File: src/rtl/rtc_pkg.sv
package rtc_pkg;
   localparam logic [5:0] ADR_HM    = 6'h00;
   localparam logic [5:0] ADR_SEC   = 6'h04;
   localparam logic [5:0] ADR_AHM   = 6'h08;
   localparam logic [5:0] ADR_ASEC  = 6'h0C;
   localparam logic [5:0] ADR_CTL   = 6'h10;
   localparam logic [5:0] ADR_STS   = 6'h14;
   localparam logic [5:0] ADR_DAY   = 6'h20;
   localparam logic [5:0] ADR_ADAY  = 6'h24;

   localparam int STS_ALM_BIT = 2;
   localparam int STS_SEC_BIT = 4;
   localparam int CTL_RUN_BIT = 7;
   localparam int CTL_SEL_LSB = 5;

   localparam int SEC_W = 6;
   localparam int MIN_W = 6;
   localparam int HR_W  = 5;

   typedef struct packed {
      logic [HR_W-1:0]  hr;
      logic [MIN_W-1:0] mn;
      logic [SEC_W-1:0] sec;
   } tod_t;
endpackage

File: src/rtl/rtc_prescaler.sv
module rtc_prescaler #(
   parameter int SUB_HZ = 1024,
   parameter int RATE0  = 32768,
   parameter int RATE1  = 32000,
   parameter int RATE2  = 38400
) (
   input  logic       clk,
   input  logic       rst_n,
   input  logic       run,
   input  logic       ref_pulse,
   input  logic       clear,
   input  logic [1:0] sel,
   output logic       sec_tick
);
   localparam int MAXR01 = (RATE0 > RATE1) ? RATE0 : RATE1;
   localparam int MAXR   = (MAXR01 > RATE2) ? MAXR01 : RATE2;
   localparam int ACC_W  = $clog2(MAXR + SUB_HZ + 1);
   localparam int SUB_W  = (SUB_HZ > 1) ? $clog2(SUB_HZ) : 1;

   if (SUB_HZ < 1) begin : g_bad_sub
      $error("SUB_HZ must be at least 1");
   end
   if (RATE0 < SUB_HZ || RATE1 < SUB_HZ || RATE2 < SUB_HZ) begin : g_bad_rate
      $error("every rate must be at least SUB_HZ");
   end

   logic [ACC_W-1:0] rate_tab [4];
   for (genvar g = 0; g < 4; g++) begin : g_rate
      localparam int R = (g == 1) ? RATE1 : (g == 2) ? RATE2 : RATE0;
      assign rate_tab[g] = ACC_W'(R);
   end

   logic [ACC_W-1:0] acc_q;
   logic [SUB_W-1:0] subc_q;
   logic [ACC_W-1:0] rate;
   logic [ACC_W-1:0] sum;
   logic             step;
   logic             sub_hit;
   logic             sub_last;

   always_comb begin
      rate     = rate_tab[sel];
      sum      = acc_q + ACC_W'(SUB_HZ);
      step     = run & ref_pulse;
      sub_hit  = step & (sum >= rate);
      sub_last = (subc_q == SUB_W'(SUB_HZ - 1));
      sec_tick = sub_hit & sub_last & ~clear;
   end

   always_ff @(posedge clk) begin
      if (!rst_n || clear) begin
         acc_q  <= '0;
         subc_q <= '0;
      end else if (step) begin
         acc_q <= sub_hit ? (sum - rate) : sum;
         if (sub_hit) begin
            subc_q <= sub_last ? '0 : subc_q + 1'b1;
         end
      end
   end
endmodule

File: src/rtl/rtc_wrapctr.sv
module rtc_wrapctr #(
   parameter int W    = 6,
   parameter int LAST = 59
) (
   input  logic         clk,
   input  logic         rst_n,
   input  logic         inc,
   input  logic         ld,
   input  logic [W-1:0] ld_val,
   output logic [W-1:0] q,
   output logic         carry
);
   if (W < 1 || W > 32) begin : g_bad_w
      $error("counter width out of range");
   end

   assign carry = inc & (q == W'(LAST));

   always_ff @(posedge clk) begin
      if (!rst_n) begin
         q <= '0;
      end else if (ld) begin
         q <= ld_val;
      end else if (inc) begin
         q <= carry ? '0 : q + 1'b1;
      end
   end
endmodule

File: src/rtl/rtc_core.sv
module rtc_core
   import rtc_pkg::*;
#(
   parameter int DAY_W  = 16,
   parameter int SUB_HZ = 1024,
   parameter int RATE0  = 32768,
   parameter int RATE1  = 32000,
   parameter int RATE2  = 38400
) (
   input  logic        clk,
   input  logic        rst_n,
   input  logic        ref_pulse,
   input  logic        bus_wr,
   input  logic [5:0]  bus_addr,
   input  logic [15:0] bus_wdata,
   output logic [15:0] bus_rdata,
   output logic        sec_evt,
   output logic        alarm_evt
);
   localparam int DAY_LAST = (1 << DAY_W) - 1;

   if (DAY_W < 1 || DAY_W > 16) begin : g_bad_day
      $error("DAY_W must lie in 1..16");
   end

   logic wr_hm, wr_sec, wr_day, wr_ahm, wr_asec, wr_aday, wr_ctl, wr_sts;
   always_comb begin
      wr_hm   = bus_wr && bus_addr == ADR_HM;
      wr_sec  = bus_wr && bus_addr == ADR_SEC;
      wr_day  = bus_wr && bus_addr == ADR_DAY;
      wr_ahm  = bus_wr && bus_addr == ADR_AHM;
      wr_asec = bus_wr && bus_addr == ADR_ASEC;
      wr_aday = bus_wr && bus_addr == ADR_ADAY;
      wr_ctl  = bus_wr && bus_addr == ADR_CTL;
      wr_sts  = bus_wr && bus_addr == ADR_STS;
   end

   logic       en;
   logic [1:0] sel;
   always_ff @(posedge clk) begin
      if (!rst_n) begin
         en  <= 1'b0;
         sel <= 2'd0;
      end else if (wr_ctl) begin
         en  <= bus_wdata[CTL_RUN_BIT];
         sel <= bus_wdata[CTL_SEL_LSB +: 2];
      end
   end

   logic sec_tick, tick, time_wr;
   assign time_wr = wr_hm | wr_sec | wr_day;
   assign tick    = sec_tick & ~time_wr;

   rtc_prescaler #(
      .SUB_HZ(SUB_HZ), .RATE0(RATE0), .RATE1(RATE1), .RATE2(RATE2)
   ) u_presc (
      .clk(clk), .rst_n(rst_n), .run(en), .ref_pulse(ref_pulse),
      .clear(wr_sec), .sel(sel), .sec_tick(sec_tick)
   );

   tod_t             now;
   logic [DAY_W-1:0] day_q;
   logic             sec_cy, min_cy, hr_cy, day_cy;

   rtc_wrapctr #(.W(SEC_W), .LAST(59)) u_sec (
      .clk(clk), .rst_n(rst_n), .inc(tick), .ld(wr_sec),
      .ld_val(bus_wdata[SEC_W-1:0]), .q(now.sec), .carry(sec_cy)
   );
   rtc_wrapctr #(.W(MIN_W), .LAST(59)) u_min (
      .clk(clk), .rst_n(rst_n), .inc(sec_cy), .ld(wr_hm),
      .ld_val(bus_wdata[MIN_W-1:0]), .q(now.mn), .carry(min_cy)
   );
   rtc_wrapctr #(.W(HR_W), .LAST(23)) u_hr (
      .clk(clk), .rst_n(rst_n), .inc(min_cy), .ld(wr_hm),
      .ld_val(bus_wdata[8 +: HR_W]), .q(now.hr), .carry(hr_cy)
   );
   rtc_wrapctr #(.W(DAY_W), .LAST(DAY_LAST)) u_day (
      .clk(clk), .rst_n(rst_n), .inc(hr_cy), .ld(wr_day),
      .ld_val(bus_wdata[DAY_W-1:0]), .q(day_q), .carry(day_cy)
   );

   tod_t             alm;
   logic [DAY_W-1:0] alm_day;
   always_ff @(posedge clk) begin
      if (!rst_n) begin
         alm     <= '0;
         alm_day <= '0;
      end else begin
         if (wr_ahm) begin
            alm.hr <= bus_wdata[8 +: HR_W];
            alm.mn <= bus_wdata[MIN_W-1:0];
         end
         if (wr_asec) alm.sec <= bus_wdata[SEC_W-1:0];
         if (wr_aday) alm_day <= bus_wdata[DAY_W-1:0];
      end
   end

   logic match;
   assign match     = (now == alm) && (day_q == alm_day);
   assign alarm_evt = sec_evt & match;

   logic sts_alm, sts_sec;
   always_ff @(posedge clk) begin
      if (!rst_n) begin
         sec_evt <= 1'b0;
         sts_alm <= 1'b0;
         sts_sec <= 1'b0;
      end else begin
         sec_evt <= tick;
         if (alarm_evt) sts_alm <= 1'b1;
         else if (wr_sts && bus_wdata[STS_ALM_BIT]) sts_alm <= 1'b0;
         if (sec_evt) sts_sec <= 1'b1;
         else if (wr_sts && bus_wdata[STS_SEC_BIT]) sts_sec <= 1'b0;
      end
   end

   always_comb begin
      bus_rdata = '0;
      case (bus_addr)
         ADR_HM: begin
            bus_rdata[8 +: HR_W]    = now.hr;
            bus_rdata[MIN_W-1:0]    = now.mn;
         end
         ADR_SEC:  bus_rdata[SEC_W-1:0] = now.sec;
         ADR_AHM: begin
            bus_rdata[8 +: HR_W]    = alm.hr;
            bus_rdata[MIN_W-1:0]    = alm.mn;
         end
         ADR_ASEC: bus_rdata[SEC_W-1:0] = alm.sec;
         ADR_CTL: begin
            bus_rdata[CTL_RUN_BIT]       = en;
            bus_rdata[CTL_SEL_LSB +: 2]  = sel;
         end
         ADR_STS: begin
            bus_rdata[STS_ALM_BIT] = sts_alm;
            bus_rdata[STS_SEC_BIT] = sts_sec;
         end
         ADR_DAY:  bus_rdata[DAY_W-1:0] = day_q;
         ADR_ADAY: bus_rdata[DAY_W-1:0] = alm_day;
         default:  bus_rdata = '0;
      endcase
   end

   logic unused_day_cy;
   assign unused_day_cy = day_cy;
endmodule

File: config.mk
export PLATFORM = sky130hd
export DESIGN_NAME = rtc_core
export DESIGN_NICKNAME = d
export VERILOG_FILES = /design/src/rtl/rtc_pkg.sv /design/src/rtl/rtc_prescaler.sv /design/src/rtl/rtc_wrapctr.sv /design/src/rtl/rtc_core.sv
export SDC_FILE = /design/constraint.sdc
export NUM_CORES = 1
export LEC_CHECK = 0
export ABC_AREA = 1
export BUFFER_PORTS_ARGS = -buffer_cell sky130_fd_sc_hd__buf_4
export CORE_ASPECT_RATIO = 1.75
export CORE_MARGIN = 2
export CORE_UTILIZATION = 40
export CTS_CLUSTER_SIZE = 10
export DETAILED_ROUTE_END_ITERATION = 10
export SYNTH_ARGS = -nofsm -noshare
export SYNTH_HDL_FRONTEND = slang
export SYNTH_SLANG_ARGS = --single-unit
File: constraint.sdc
create_clock -name clk -period 4.3 [get_ports clk]
set_clock_uncertainty 0.2 [all_clocks]
set_input_delay 0.645 -clock clk [delete_from_list [all_inputs] [get_ports clk]]
set_output_delay 0.645 -clock clk [all_outputs]
set_load 0.02 [all_outputs]
==> out/metrics.yaml, run 1 <==
status:
  run_status: "complete, no violations"
worst_hold_path:
  min_path_type: "reg2reg"
  holdCritStartpoint: "u_presc.subc_q[9]"
cts:
  cts_tree: "done"
  cts_sinks: 90
  cts-hold-fix-buffers: 0
  postCtsSetupRepairBufs: 0
  clockBufferDepth: 2
  cts-htree-levels: 3
  cts_inserted_buffers: 9
  clk_pin_slew_ns: 0.07
  clk_latency_ns: 0.35
  cts_resized: 0
  root_buffer: "clkbuf_16"
timing:
  slew_violations: 0
  finalHoldViolCount: 0
  tns_ns: 0
  fin_crit_sh_pct: 81.0
  holdWs_ns: 0.266
  rsz0062_at_grt: "no"
  setup_violations: 0
  max_slew.worst_pin.slew_ns: 0.739
  layout_min_cycle_time_ns: 3.48
  max_freq_mhz: 287
  slew-limit-headroom_pct: 50.7
critical_path:
  cp-end-kind: "flop"
  crit_arrival_ns: 3.58
  start_kind: "flop"
  required_ns: 4.40
  worst-path-buf-inv: 4
  crit_chain: "inv_1, ha_1, ha_1, inv_1, fa_1, inv_1, nand2_1, nand3_1, nand2_1, nor2_1, nor2_1, nand2_1, nand3_2, nand2_1, inv_1, nand2_1, nand2_1, a21oi_1, o21a_1"
  critPathSlowestCell: "fa_1"
  timing.critical_path.from: "sel[1]"
  worstSetupPathType: "reg2reg"
  crit_top_cell: "nand2_1"
  max_stage_delay_ns: 0.36
  crit_fanout: 13
  crit_family: "simple AND/OR/NAND/NOR gates"
  r2r-start: "sel[1]"
synthesis:
  ys_seq_area_share_pct: 32.0
  synth-edff-count: 0
  synth_top_family_by_area: "simple AND/OR/NAND/NOR gates"
  syn-mean-instance-area_sq_um: 6.75
  syn-cell-area_sq_um: 5630
  synth_cell_types: 47
  synth.net_count: 873
  synth_simple_gate_area_share_pct: 29.6
  ys_seq_elements: 90
  synthFlopType: "dfxtp_1"
  synth_mux_area_share_pct: 0
  yosys_warnings: 0
  synth_adder_area_share_pct: 3.02
  synthArstFlopShare_pct: 0
  synth_cells: 834
  synth_compound_area_share_pct: 20.0
  synth_xor_area_share_pct: 5.29
placement:
  hpwl_mm: 15.0
  place.gp.congestion: 0.959
  io_buffers: 43
finish:
  seqCellArea_sq_um: 1800
  multi_input_area_sq_um: 3260
  syn_to_final_growth_pct: 13.7
  final_cell_mix: "137 x nand2_1, 116 x inv_1, 104 x nor2_1, 90 x dfxtp_1, 65 x o21ai_0"
  diodes: 0
  layout_commonest_cell: "nand2_1"
  n_fill_cell: 1504
  num-nets-final: 908
  drive_above_1_share_pct: 11.2
global_routing:
  grt_usage_pct: 26.0
  grt.overflow.total: 0
  grt_max_degree: 42
  grt_pass1_wl_mm: 30.1
  antenna_found_initial: 0
  grt_pass1_vias: 5663
die:
  core_area_sq_um: 13800
  dieArea_sq_um: 15100
  start_util_pct: 40.7
  rows: 57
  ios: 44
  die_h_um: 161
  die_x_um: 93.7
drt:
  wl_mm: 19.2
  vias_per_cell: 5.52
  drt-pass1-iter-count: 5
  drtAntennaViolNets: 0
  drcViolationCount: 0
  wire_per_inst_um: 18.3
  drt_iter0_markers: 342
  vias: 5800
power:
  vdd_drop_max_v: 0.000170
  power.leakage_nw: 2.61
  p_per_area_nw_per_um2: 266
flow_run:
  max_cap_violations: 0
==> state kept, by name, indices dropped and copies added, names as in the netlist <==
name and flops:
alm 17, alm_day 16, en 1, sec_evt 1
sel 2, sts_alm 1, sts_sec 1, u_day.q 16
u_hr.q 5, u_min.q 6, u_presc.acc_q 8, u_presc.subc_q 10
u_sec.q 6
==> layer usage <==
layer | track usage (%) | wire (um) | vias up
met3 | 3.61 | 852 | 74
met4 | 16.4 | 1290 | 0
met5 | 0 | 0 | -
li1 | - | - | 2866
met2 | 47.4 | 10100 | 212
met1 | 27.4 | 6940 | 2648
==> through the flow <==
step	cell area, sq um	power [mW]	util, %	setup slack [ns]	instances
final	6400	1.70	46.2	0.819	1051
after global placement	6120	0.955	44.2	0.919	1035
after CTS	6400	1.71	46.2	0.825	1051
after detailed placement	6120	0.955	44.2	0.836	1035
after floorplan	5630	0.905	-	1.65	834
after global routing	6400	1.75	46.2	0.449	1051
==> worst min-delay path, delay by kind of cell (launching register included) <==
| kind | cells | cell delay [ns] |
|---|---|---|
| buffers and inverters | 1 | 0.06 |
| flip-flops | 1 | 0.30 |
| AO/OA/AOI/OAI | 1 | 0.06 |
==> where the power goes <==
part	internal [mW]	switching [mW]
clock network	0.408	0.358
logic	0.0308	0.0638
registers	0.837	0.00471
==> kinds of logic (layout without fill, tap and decap cells) <==
group                      after synthesis  after routing
AOI/OAI and AO/OA                      192            192
buffers and inverters                  147            187
xor gates and xnor gates                34             34
and+or+nand+nor                        358            358
adders and majority gates               13             13
DFF                                     90             90
==> Yosys cell counts (2+ instances only) <==
cell       number  area, sq um
dfxtp_1        90         1800
nand4_1        14         87.6
o21ai_0        65          325
clkbuf_1       21         78.8
ha_1           12          150
nor3_1         13         65.1
nor2_1        104          390
nor4_2          2         25.0
a22oi_1        12         90.1
o221ai_1        9         78.8
a2111oi_0       2         17.5
nand3_1        59          295
or2_2           2         12.5
xor2_1         26          228
nor2_4          2         22.5
nand2_1       137          514
a211oi_1        4         30.0
nand2_2         4         25.0
nor3_2          3         30.0
o2111ai_1       6         52.6
a221oi_1        6         52.6
o22ai_1        14         87.6
nor2_2          6         37.5
xnor2_1         8         70.1
inv_2           4         15.0
nand3_2         2         20.0
a31oi_1        10         62.6
nor3_4          3         48.8
buf_2           2         10.0
a21oi_1        60          300
inv_1         116          435
==> final cells by class <==
class / count / share of cell area, %
Timing Repair Buffer: 50 / 5.87
Clock buffer: 10 / 3.73
Clock inverter: 6 / 0.665
Tap cell: 177 / 3.46
Inverter: 121 / 7.10
Sequential cell: 90 / 28.2
Multi-Input combinational cell: 597 / 51.0
==> final timing paths <==
check / endpoint / slack [ns] / depth (start not counted)
worst max register to register: u_presc.subc_q[4] / 0.82 / 19
worst min-delay path: u_presc.subc_q[9] / 0.27 / 2
worst min register to register: u_presc.subc_q[9] / 0.27 / 2
worst max-delay path: u_presc.subc_q[4] / 0.82 / 19
Note: power is estimated with default switching activity, not from simulation.
==> run 2: changes to the inputs <==
clock period = 2.9 ns   (was 4.3 ns; I/O delays follow)
==> run 2 against run 1 <==
Largest cell class unchanged. Final area up 7.1%. Non-clock buffer count up 43. Worst hold slack worse by 0.14 ns. Fmax up 26%. Sequential power up 49%. Final cell count up 4.1%. Wire length up 0.34%. Die area unchanged. Largest power group unchanged. Sequential share of layout area down 1.8 points.
==> out/metrics.yaml, run 2 (same netlist as run 1, synthesis figures left out) <==
status:
  run_status: "complete, no violations"
finish:
  final_cell_mix: "135 x nand2_1, 113 x inv_1, 102 x nor2_1, 91 x buf_4, 87 x dfxtp_1"
  n_fill_cell: 1459  # -3.0%
  drive_above_1_share_pct: 17.4  # +6.2 points
  num-nets-final: 951  # +4.7%
  diodes: 0  # unchanged
  reg.largest.list: "alm: 17 flops, alm_day: 16 flops, u_day.q: 16 flops"
  layout_commonest_cell: "nand2_1"
  largest_reg_flops: 17  # unchanged
  fin_cells: 1094  # +4.1%
  regMostFlops: "alm"
  syn_to_final_growth_pct: 21.7
drt:
  drt-pass1-iter-count: 5  # unchanged
  drcViolationCount: 0  # unchanged
  wl_mm: 19.3  # +0.34%
  drt_iter0_markers: 346  # +1.2%
  vias: 5889  # +1.5%
  vias_per_cell: 5.38  # -2.5%
  drtAntennaViolNets: 0  # unchanged
  wire_per_inst_um: 17.6  # -3.6%
critical_path:
  critPathSlowestCell: "dfxtp_2"
  crit_chain: "inv_2, ha_4, ha_4, inv_2, fa_2, inv_2, nand2_1, nand3_1, nand2_1, nor2_1, nor2_1, nand2_1, nand3_4, nand4_4, nor2_4, nand3_4, buf_6, buf_4, nand3_1, a21oi_1"
  crit_arrival_ns: 2.79  # -0.79 ns
  worstSetupPathType: "reg2reg"
  crit_fanout: 7  # -6
  reg2regPathDepth: 20  # +1
  regToRegSetupSlack_ns: 0.13  # -0.69 ns
  required_ns: 2.92  # -1.48 ns
  crit_family: "simple AND/OR/NAND/NOR gates"
  r2r-start: "sel[1]"
  path_depth: 20  # +1
  cp-end-kind: "flop"
  start_kind: "flop"
  max_stage_delay_ns: 0.33  # -0.03 ns
  worst-path-buf-inv: 5  # +1
  timing.critical_path.from: "sel[1]"
global_routing:
  grt.overflow.total: 0  # unchanged
  antenna_found_initial: 0  # unchanged
  grt_pass1_wl_mm: 30.2  # +0.50%
  grt_pass1_vias: 5780  # +2.1%
  grt_usage_pct: 26.0  # about the same
  grt_max_degree: 41  # -2.4%
die:
  die_x_um: 93.7  # unchanged
  start_util_pct: 40.7  # unchanged
  die_h_um: 161  # unchanged
  dieArea_sq_um: 15100  # unchanged
  core_area_sq_um: 13800  # unchanged
  rows: 57  # unchanged
  ios: 44  # unchanged
power:
  vdd_drop_max_v: 0.000262  # +54%
  power_mw: 2.55  # +50%
  power.leakage_nw: 2.84  # +8.9%
  p_per_area_nw_per_um2: 372  # +40%
cts:
  cts_sinks: 90  # unchanged
  cts_tree: "done"
  cts-htree-levels: 3  # unchanged
  clockBufferDepth: 2  # unchanged
  cts_inserted_buffers: 9  # unchanged
  clk_latency_ns: 0.35  # about the same
  clk_pin_slew_ns: 0.07  # about the same
  root_buffer: "clkbuf_16"
timing:
  setup_violations: 0  # unchanged
  fin_crit_sh_pct: 95.5  # +15 points
  slew_violations: 0  # unchanged
  layout_min_cycle_time_ns: 2.77  # -0.712 ns
  holdWs_ns: 0.125  # -0.141 ns
  slew-limit-headroom_pct: 39.2  # -11 points
  rsz0062_at_grt: "yes"
  finalHoldViolCount: 0  # unchanged
  max_freq_mhz: 361  # +26%
  max_slew.worst_pin.slew_ns: 0.909  # +0.170 ns
  timing.final.ws_setup_ns: 0.130  # -0.688 ns
worst_hold_path:
  min_delay_path_depth: 3  # +1
  holdCritStartpoint: "bus_wdata[13]"
  min_path_type: "in2reg"
placement:
  preCtsSetupSlack_ns: -0.0157  # -0.852 ns
  dp.cells: 1072  # +3.6%
  hpwl_mm: 15.2  # +1.1%
  io_buffers: 43  # unchanged
  place.gp.congestion: 0.969  # +1.0%
flow_run:
  max_cap_violations: 0  # unchanged
run 2: cell count changes in the layout (fill, tap and decap cells not counted), moves of 3 or more:
cell / before / now
buf_4: 50 / 91
dfxtp_1: 90 / 87
inv_1: 116 / 113
inv_2: 4 / 7
run 2: cell type report:
cell class / instances / area (sq um) / area share, %
Clock buffer: 11 / 253 / 3.69
Clock inverter: 5 / 37.5 / 0.548
Inverter: 121 / 454 / 6.63
Multi-Input combinational cell: 597 / 3370 / 49.2
Sequential cell: 90 / 1810 / 26.4
Tap cell: 177 / 221 / 3.23
Timing Repair Buffer: 93 / 706 / 10.3
run 2: timing repair:
item,4_1_cts,5_1_grt
gates cloned,0,0
gates resized for setup,2,32
setup buffers,0,6
pin swaps,0,9
hold buffers,0,0
setup endpoints to repair,6,51
hold endpoints to repair,0,0
run 2: metal layers:
layer  global-route usage [%]  vias up  share of wire (%)
met5                        0        -                  0
met4                     14.0        0                5.3
met3                     3.33       49                3.2
met2                     48.9      148                 55
met1                     27.3     2736                 37
li1                         -     2956                  -
run 2: metrics by stage:
step           TNS, ns  instance area, sq um  utilization (%)
2_1_floorplan        0                  5630                -
3_3_place_gp         0                  6390             46.2
3_5_place_dp   -0.0439                  6390             46.2
4_1_cts              0                  6700             48.4
5_1_grt         -0.810                  6850             49.5
6_report             0                  6850             49.5
run 2: where the power goes:
part / total, mW / switching [mW] / internal [mW]
logic: 0.149 / 0.0974 / 0.0517
clock network: 1.15 / 0.522 / 0.632
registers: 1.25 / 0.00641 / 1.24
total: 2.55 / 0.626 / 1.92
run 2: final timing paths:
path / endpoint
worst min register to register: u_presc.subc_q[9]
worst max-delay path: u_day.q[6]
worst min-delay path: alm_day[13]
worst max register to register: u_day.q[6]
run 2: worst reg2reg max path, delay by kind of cell, from the launching register on:
family / cells / cell delay (ns)
DFF: 1 / 0.33
adders and majority gates: 3 / 0.50
AOI/OAI and AO/OA: 1 / 0.08
and+or+nand+nor: 11 / 1.07
buffers and inverters: 5 / 0.46
